## src/rtl/mdio_master.sv

```systemverilog
module mdio_master #(
  parameter int CLK_DIV = 4
) (
  input  logic        clk,
  input  logic        rst_n,
  input  logic        reg_we,
  input  logic [1:0]  reg_sel,
  input  logic [31:0] reg_wdata,
  output logic [31:0] reg_rdata,
  output logic        mdc,
  output logic        mdio_o,
  output logic        mdio_oe,
  input  logic        mdio_i
);

  localparam int DCW      = (CLK_DIV > 1) ? $clog2(CLK_DIV) : 1;
  localparam int FRAME_W  = 64;
  localparam int TA_BIT   = 46;
  localparam int DATA_BIT = 48;

  logic [4:0]     phy_q, regn_q;
  logic           rd_q, en_q, busy_q, cur_rd;
  logic [15:0]    wdat_q, rdat_q;
  logic [DCW-1:0] dcnt;
  logic [5:0]     bitcnt;
  logic [FRAME_W-1:0] frame;

  wire go     = reg_we && reg_sel == 2'd3 && reg_wdata[0] && reg_wdata[3] && !busy_q;
  wire tick   = dcnt == DCW'(CLK_DIV - 1);
  wire rising = busy_q && tick && !mdc;
  wire fallng = busy_q && tick && mdc;

  assign mdio_o = frame[FRAME_W-1];

  always_comb begin
    case (reg_sel)
      2'd0:    reg_rdata = {21'd0, rd_q, phy_q, regn_q};
      2'd1:    reg_rdata = {16'd0, wdat_q};
      2'd2:    reg_rdata = {16'd0, rdat_q};
      default: reg_rdata = {28'd0, en_q, 2'b00, busy_q};
    endcase
  end

  always_ff @(posedge clk) begin
    if (!rst_n) begin
      phy_q <= '0; regn_q <= '0; rd_q <= 1'b0; wdat_q <= '0; en_q <= 1'b0;
    end else if (reg_we) begin
      case (reg_sel)
        2'd0: begin regn_q <= reg_wdata[4:0]; phy_q <= reg_wdata[9:5]; rd_q <= reg_wdata[10]; end
        2'd1: wdat_q <= reg_wdata[15:0];
        2'd3: en_q <= reg_wdata[3];
        default: ;
      endcase
    end
  end

  always_ff @(posedge clk) begin
    if (!rst_n) begin
      busy_q <= 1'b0; cur_rd <= 1'b0; mdc <= 1'b0; mdio_oe <= 1'b0;
      dcnt <= '0; bitcnt <= '0; frame <= '0; rdat_q <= '0;
    end else if (go) begin
      busy_q  <= 1'b1;
      cur_rd  <= rd_q;
      mdc     <= 1'b0;
      mdio_oe <= 1'b1;
      dcnt    <= '0;
      bitcnt  <= '0;
      frame   <= {32'hFFFF_FFFF, 2'b01, rd_q ? 2'b10 : 2'b01, phy_q, regn_q,
                  rd_q ? 2'b11 : 2'b10, rd_q ? 16'hFFFF : wdat_q};
    end else if (busy_q) begin
      dcnt <= tick ? '0 : dcnt + 1'b1;
      if (rising) begin
        mdc <= 1'b1;
        if (cur_rd && bitcnt >= 6'(DATA_BIT)) rdat_q <= {rdat_q[14:0], mdio_i};
      end
      if (fallng) begin
        mdc <= 1'b0;
        if (bitcnt == 6'(FRAME_W - 1)) begin
          busy_q  <= 1'b0;
          mdio_oe <= 1'b0;
        end else begin
          bitcnt <= bitcnt + 1'b1;
          frame  <= {frame[FRAME_W-2:0], 1'b1};
          if (cur_rd && bitcnt == 6'(TA_BIT - 1)) mdio_oe <= 1'b0;
        end
      end
    end
  end

  AST_IDLE_MDC_LOW:     assert property (@(posedge clk) disable iff (!rst_n) !busy_q |-> !mdc);
  AST_IDLE_RELEASED:    assert property (@(posedge clk) disable iff (!rst_n) !busy_q |-> !mdio_oe);
  AST_START_NEEDS_EN:   assert property (@(posedge clk) disable iff (!rst_n) $rose(busy_q) |-> en_q);
  AST_READ_RELEASE:     assert property (@(posedge clk) disable iff (!rst_n)
                          (busy_q && cur_rd && bitcnt >= 6'(TA_BIT)) |-> !mdio_oe);
  AST_MDO_HOLD_HIGH:    assert property (@(posedge clk) disable iff (!rst_n) mdc |-> $stable(mdio_o));
  AST_END_ON_LOW:       assert property (@(posedge clk) disable iff (!rst_n) $fell(busy_q) |-> !mdc);

endmodule

```

## config.mk

```make
export PLATFORM = sky130hd
export DESIGN_NAME = mdio_master
export DESIGN_NICKNAME = d
export VERILOG_FILES = /design/src/rtl/mdio_master.sv
export SDC_FILE = /design/constraint.sdc
export NUM_CORES = 1
export LEC_CHECK = 0
export ABC_AREA = 1
export BUFFER_PORTS_ARGS = -buffer_cell sky130_fd_sc_hd__buf_4
export CAP_MARGIN = 10
export CORE_MARGIN = 8
export CORE_UTILIZATION = 41
export DETAILED_ROUTE_END_ITERATION = 8
export SYNTH_ARGS = -nofsm -noshare
export SYNTH_HDL_FRONTEND = slang
export SYNTH_SLANG_ARGS = --single-unit
```

## constraint.sdc

```tcl
create_clock -name clk -period 2.2 [get_ports clk]
set_input_delay 0.66 -clock clk [delete_from_list [all_inputs] [get_ports clk]]
set_output_delay 0.66 -clock clk [all_outputs]
set_load 0.05 [all_outputs]
```

# --- Yosys cells after proc, flatten, opt, wreduce, memory -nomap -nowiden ---
# Cells that the tools add are included.
classes:
  add_sub_neg: 2
  magnitude_cmp: 1
  eq_ne: 7
  n_mux: 20
  n_bitwise: 3
  reduce_logical: 25
ops:
  columns: ["operator", "count"]
  rows:
  - ["$mux 64", 4]
  - ["$pmux 16 s3", 1]
  - ["$mux 16", 1]
  - ["$eq 6x6->1 const B", 2]
  - ["$mux 1", 12]
  - ["$logic_and 1x1->1", 9]
  - ["$reduce_and 3->1", 3]
  - ["$reduce_and 2->1", 4]
  - ["$add 6x1->6 const B", 1]
  - ["$eq 2x2->1 const B", 3]
  - ["$ge 6x6->1 const B", 1]
  - ["$reduce_bool 2->1", 3]
  - ["$mux 2", 2]
  - ["$reduce_and 4->1", 1]
  - ["$not 1->1", 3]
  - ["$reduce_bool 3->1", 1]
  - ["$add 2x1->2 const B", 1]
  - ["$eq 2x1->1 const B", 1]
  - ["$logic_not 1->1", 2]
  - ["$logic_not 2->1", 1]
  - ["$ne 2x2->1 const B", 1]
  - ["$reduce_or 2->1", 1]
totals:
  reg_bits: 120
  inputBits: 38
  wordCells: 72

# --- Logic depth before layout (Yosys ltp) ---
# Gate-level depths: netlist of the first run.
logic_depth:
  word_depth: 7
  ltp_mapped: 10
  mapped_depth_nobuf: 8

# --- Worst setup path after synthesis of the first run ---
# Ideal clock, no wire load.
synth_path:
  path_kind: "input to output"
  startpoint: "input port reg_sel[0]"
  endpoint: "output port reg_rdata[10]"
  arrival_time_ns: 2.048
  setup_slack_ns: -0.508
  cell_stages: 5
  path_buffers: 1
  cell_sequence: "inv_1 nor2_1 inv_1 clkbuf_1 o221ai_1"
synth_between:
  elab_chain_cells: 2
synth_lines:
  columns: ["item", "line_no", "rtl"]
  rows:
  - ["start: declaration", "7", "input logic [1:0] reg_sel,"]
  - ["$eq 2x2->1, or another cell as far along", "36", "case (reg_sel)"]
  - ["$pmux 16 s3 (*)", "36", null]
  - ["end: declaration", "9", "output logic [31:0] reg_rdata,"]
# Mark *: on every way between the ends. The rest lies on a longest branch, timed or not.

# --- Worst setup path in the final report of the first run ---
layout_path:
  startpoint: "input port reg_sel[1]"
  endpoint: "output port reg_rdata[4]"
# Same word-level chain as after synthesis.

==> results of run 1 <==
-- power breakdown --
group | leakage [µW] | internal [µW] | switching (µW)
Combinational | 0.00153 | 138 | 302
Sequential | 0.000972 | 2220 | 26.9
Clock | 0.000313 | 2040 | 947
Total | 0.00282 | 4400 | 1280
-- stage by stage --
step | utilization, % | TNS (ps) | worst slack [ps]
2_1_floorplan | - | -661 | -219
3_3_place_gp | 46.2 | -229 | -58.7
3_5_place_dp | 46.2 | -285 | -53.7
4_1_cts | 51.5 | 0 | 1.56
5_1_grt | 52.0 | -10.8 | -10.8
6_report | 52.0 | 0 | 32.2
-- timing repair --
action                                  4_1_cts  5_1_grt
pin swaps                                     0        2
endpoints found under the setup margin       11       11
cloned                                        1        1
gates resized for setup                      11       12
-- layout by cell type (no fill, tap or decap), drive strengths merged --
cell type and instances:
inv 76, buf 63, nor3 3, o221ai 9, o21ai 81, conb 16, o211ai 1, dfxtp 120
nand3b 1, bufinv 4, ha 3, nand3 63, nor3b 1, nor2 72, o2111ai 1, clkinvlp 1
xor2 2, o22ai 6, nand4 27, clkbuf 26, clkinv 3, a21oi 104, nand2 89
-- routing by layer --
metal | vias to the layer above | global-route usage (%) | wire (µm)
met2 | 113 | 26.2 | 6940
met1 | 2269 | 17.7 | 5860
met4 | 0 | 8.83 | 257
li1 | 2472 | - | -
met3 | 22 | 3.90 | 743
met5 | - | 0 | 0
-- kinds of logic (layout without fill, tap and decap cells) --
group	count (synthesis)	in the layout
DFF	120	120
adders and majority gates	3	3
and+or+nand+nor	256	256
other	1	16
xor gates and xnor gates	2	2
AOI/OAI and AO/OA	202	202
buffers and inverters	148	173
-- synth_stat cells, drive strengths merged --
cell type / number
o22ai: 6
o221ai: 9
o2111ai: 1
a21oi: 104
conb: 1
nand2: 89
clkinv: 1
clkbuf: 24
nand4: 27
inv: 76
nor2: 72
nand3b: 1
nand3: 63
buf: 47
nor3: 3
dfxtp: 120
nor3b: 1
o21ai: 81
xor2: 2
o211ai: 1
ha: 3
-- final timing paths --
kind	from	endpoint	depth (start not counted)
setup / recovery	reg_sel[1]	reg_rdata[4]	6
hold / removal	frame[30]	frame[31]	2
setup reg to reg	bitcnt[0]	frame[43]	8
hold reg to reg	frame[30]	frame[31]	2
-- cell type report --
cell class	count	area (µm²)
sequential	120	2400
inverter	77	294
multi-input combinational	479	2720
fill	1276	6380
tap	176	220
clock inverter	7	138
timing repair buffer	64	642
clock buffer	25	505
-- flip-flops by register name, indices dropped and copies added, names as in the netlist --
signal and count:
frame 64, rdat_q 16, wdat_q 16, bitcnt 6, phy_q 5, regn_q 5
dcnt 2, busy_q 1, cur_rd 1, en_q 1, mdc 1, mdio_oe 1
rd_q 1
-- worst max-delay path: cells and delay by family --
family	cells	cell delay, ps
AO/OA/AOI/OAI	1	150
AND/OR/NAND/NOR	1	140
buffers and inverters	4	550
==> results.py, run 1 <==
metrics = {
    "status": {
        "status": "finished, final reports clean",
    },
    "layout": {
        "instances_no_fill": 948,
        "final_area_mm2": 0.00692,
        "nets": 800,
        "antenna_cells": 0,
        "drive_above_1_share_pct": 20.7,
        "area.growth.synth_to_final_pct": 23.2,
    },
    "die": {
        "die_w_um": 133,
        "coreArea_mm2": 0.0133,
        "ios": 73,
        "die_h_um": 133,
        "start_util_pct": 42.2,
        "dieArea_mm2": 0.0177,
        "fp-row-count": 42,
    },
    "clock_network": {
        "clockBufferDepth": 2,
        "cts_setup_buffers": 0,
        "clockRootBuffer": "clkbuf_16",
        "cts_made_buffers": 17,
        "cts_hold_buffers": 0,
        "cts_htree_levels": 4,
        "cts_tree": "yes",
        "clk_latency_ps": 420,
        "numClockSinks": 120,
        "clk_pin_slew_ps": 50,
    },
    "yosys": {
        "syn_area_mm2": 0.00561,
        "synth_area_per_cell_um2": 7.67,
        "synth_cells": 732,
        "yosysTopAreaCell": "dfxtp_1",
        "synth-xor-area-share_pct": 0.312,
        "synth-compound-area-share_pct": 20.7,
        "synth_top_family_by_area": "simple AND/OR/NAND/NOR gates",
        "synth_mux_area_share_pct": 0,
        "synthSimpleGateAreaFrac_pct": 21.8,
        "synth_top_area_share_pct": 42.8,
        "yosys-top-cells-area": "dfxtp_1 (43%), a21oi_1 (6.9%), nand2_1 (5.5%), nand3_1 (5.5%), o21ai_0 (5.1%)",
        "yosysUniqueCellTypes": 36,
        "ys_ff_latch": 120,
        "synth.yosys.seq_area_share_pct": 42.8,
        "synth_fa_ha_area_share_pct": 0.669,
        "ys.warnings.count": 0,
    },
    "setup_path": {
        "r2r_slack_ps": 370,
        "cp-start-kind": "input pin",
        "path_cells": "buf_6, nor2_4, inv_4, clkbuf_16, o221ai_4, buf_6",
        "required_ps": 1540,
        "worstPathArrival_ps": 1510,
        "cpPeakStageDelay_ps": 190,
        "cp_slowest_cell": "buf_6",
        "critical_path_class": "input pin to primary output",
        "worst_setup_path_end_kind": "primary output",
        "cp_max_fo": 7,
        "cpMostUsedCell": "buf_6",
    },
    "power": {
        "power.total_uw": 5680,
        "power_density_mw_per_mm2": 820,
        "ir_drop_mv": 0.488,
        "p_leak_uw": 0.00282,
    },
    "global_route": {
        "grt_pass1_wl_mm": 22.5,
        "grt_usage_pct": 15.6,
        "grt-ovfl-total": 0,
        "antenna_found_initial": 0,
        "grt_max_degree": 72,
        "grt_pass1_vias": 4716,
    },
    "job": {
        "cap_violations": 0,
    },
    "routing": {
        "drtIter0Drc": 358,
        "dr_total_vias": 4876,
        "wl_per_cell_um": 14.6,
        "drcViolationCount": 0,
        "dr.pass1.iters": 4,
        "postRouteAntennaNets": 0,
        "viasPerCell": 5.14,
        "drt-total-wl_mm": 13.8,
    },
    "sta": {
        "period_share_pct": 98.5,
        "fin_crit_ps": 2170,
        "setup_viol": 0,
        "whs_ps": 452,
        "report.final.slew_viol_count": 0,
        "fmaxAchievable_mhz": 461,
        "skew_ps": 14.5,
        "hold_violations": 0,
    },
    "placement": {
        "place_area_mm2": 0.00614,
        "globalplace.congestion": 0.760,
        "place.detailed.hpwl_mm": 8.99,
        "placed_cells": 914,
        "placement.io_buffers": 40,
    },
    "hold_path": {
        "hold_path.class": "register to register",
    },
}
(Power assumes the default switching activity.)
==> inputs of run 2 (changes only) <==
--- a/config.mk
+++ b/config.mk
@@ -6,8 +6,9 @@
 export NUM_CORES = 1
 export LEC_CHECK = 0
 export ABC_AREA = 1
-export BUFFER_PORTS_ARGS = -buffer_cell sky130_fd_sc_hd__buf_4
+export BUFFER_PORTS_ARGS = -buffer_cell sky130_fd_sc_hd__buf_2
 export CAP_MARGIN = 10
+export CORE_ASPECT_RATIO = 0.75
 export CORE_MARGIN = 8
 export CORE_UTILIZATION = 41
 export DETAILED_ROUTE_END_ITERATION = 8
==> results.py, run 2 (synthesized netlist as in run 1, its figures left out) <==
metrics = {
    "status": {
        "status": "finished, final reports clean",
    },
    "die": {
        "dieArea_mm2": 0.0177,
        "ios": 73,
        "die_w_um": 151,
        "coreArea_mm2": 0.0136,
        "die_h_um": 117,
        "start_util_pct": 41.4,
        "fp-row-count": 37,
    },
    "placement": {
        "place.detailed.hpwl_mm": 8.97,
        "placement.io_buffers": 40,
        "globalplace.congestion": 0.806,
        "place_area_mm2": 0.00603,
    },
    "routing": {
        "drcViolationCount": 0,
        "dr_total_vias": 4942,
        "viasPerCell": 5.21,
        "wl_per_cell_um": 14.9,
        "highest_layer": "met4",
        "drt-total-wl_mm": 14.1,
        "dr_wl_met3_um": 734,
        "drtIter0Drc": 365,
        "wl_met1_mm": 6.84,
        "dr.pass1.iters": 5,
        "routed-wl-met2_mm": 6.40,
        "postRouteAntennaNets": 0,
    },
    "setup_path": {
        "worstRegToRegCells": 8,
        "cp-startpoint": "reg_sel[0]",
        "cp_max_fo": 6,
        "worst_setup_path_end_kind": "primary output",
        "critical_path_class": "input pin to primary output",
        "r2r-start": "bitcnt[0]",
        "worstPathArrival_ps": 1540,
        "cp-start-kind": "input pin",
        "required_ps": 1540,
    },
    "layout": {
        "top_register": "frame",
        "final_area_mm2": 0.00695,
        "nets": 803,
        "drive_above_1_share_pct": 22.4,
        "largest_reg_flops": 64,
        "layout_common_cells": "dfxtp_1 (119), a21oi_1 (76), nand2_1 (75)",
        "antenna_cells": 0,
        "reg_top3": "frame (64), rdat_q (16), wdat_q (16)",
        "finish.utilization_pct": 51.2,
        "area.growth.synth_to_final_pct": 23.7,
        "final_common_cell": "dfxtp_1",
    },
    "sta": {
        "skew_ps": 9.60,
        "period_share_pct": 99.9,
        "slew_headroom_pct": 66.0,
        "worst_pin_slew_ps": 510,
        "setup_viol": 0,
        "report.final.slew_viol_count": 0,
        "hold_violations": 0,
        "fmaxAchievable_mhz": 455,
        "fin_crit_ps": 2200,
        "rsz0062_at_grt": "yes",
    },
    "global_route": {
        "antenna_found_initial": 0,
        "grt_pass1_wl_mm": 22.8,
        "grt_usage_pct": 15.7,
        "grt_max_degree": 78,
        "grt_pass1_vias": 4674,
        "grt-ovfl-total": 0,
    },
    "job": {
        "cap_violations": 0,
    },
    "clock_network": {
        "clk_pin_slew_ps": 50,
        "cts_tree": "yes",
        "cts_made_buffers": 17,
        "numClockSinks": 120,
        "cts_hold_buffers": 0,
        "clockBufferDepth": 2,
        "clockRootBuffer": "clkbuf_16",
        "cts_htree_levels": 4,
        "clk_latency_ps": 420,
    },
    "power": {
        "power_density_mw_per_mm2": 832,
        "power.total_uw": 5780,
        "ir_drop_mv": 0.515,
        "p_leak_uw": 0.00284,
    },
    "hold_path": {
        "hold_path.class": "register to register",
        "holdPathStages": 2,
        "hold_start": "frame[30]",
    },
}
## run 2: metal layers
metal | vias up | GRT usage (%)
met2 | 106 | 23.6
li1 | 2477 | -
met3 | 18 | 5.34
met4 | 0 | 4.94
met5 | - | 0
met1 | 2341 | 20.6
## run 2: report_power, final
group,switching (µW),internal [µW]
registers,27.7,2220
logic,311,132
clock network,976,2110
## run 2: area by class of cell
type                            instances  area (µm²)
Fill cell                            1246        6620
Inverter                               77         297
Sequential cell                       120        2400
Timing Repair Buffer                   67         601
Clock inverter                          8         168
Clock buffer                           22         484
Tap cell                              175         219
Multi-Input combinational cell        479        2780
## run 2: path summary, 6_finish.rpt
kind              endpoint  slack (ps)
max          reg_rdata[10]           2
min              frame[31]         460
max reg2reg      frame[58]         310
min reg2reg      frame[31]         460
## run 2: through the flow
step / setup slack [ps] / std cells / setup TNS (ps) / hold slack, ps
3_5_place_dp: -108 / 914 / -1040 / 454
5_1_grt: -29.4 / 948 / -101 / 485
6_report: 2.33 / 948 / 0 / 464
2_1_floorplan: -219 / 747 / -661 / 436
3_3_place_gp: -128 / 914 / -1160 / 449
4_1_cts: 0.664 / 944 / 0 / 464
## run 2: critical path, cell delays in order
cell	delay, ps
buf_8	100
buf_4	130
nor2_4	130
buf_6	160
nand2_1	80
o221ai_2	80
buf_6	190
## run 2: timing repair
| action | 4_1_cts | 5_1_grt |
|---|---|---|
| setup endpoints to repair | 16 | 15 |
| pin swaps | 0 | 3 |
| resized for setup | 24 | 40 |
| setup buffers | 0 | 1 |
| gates cloned | 0 | 3 |
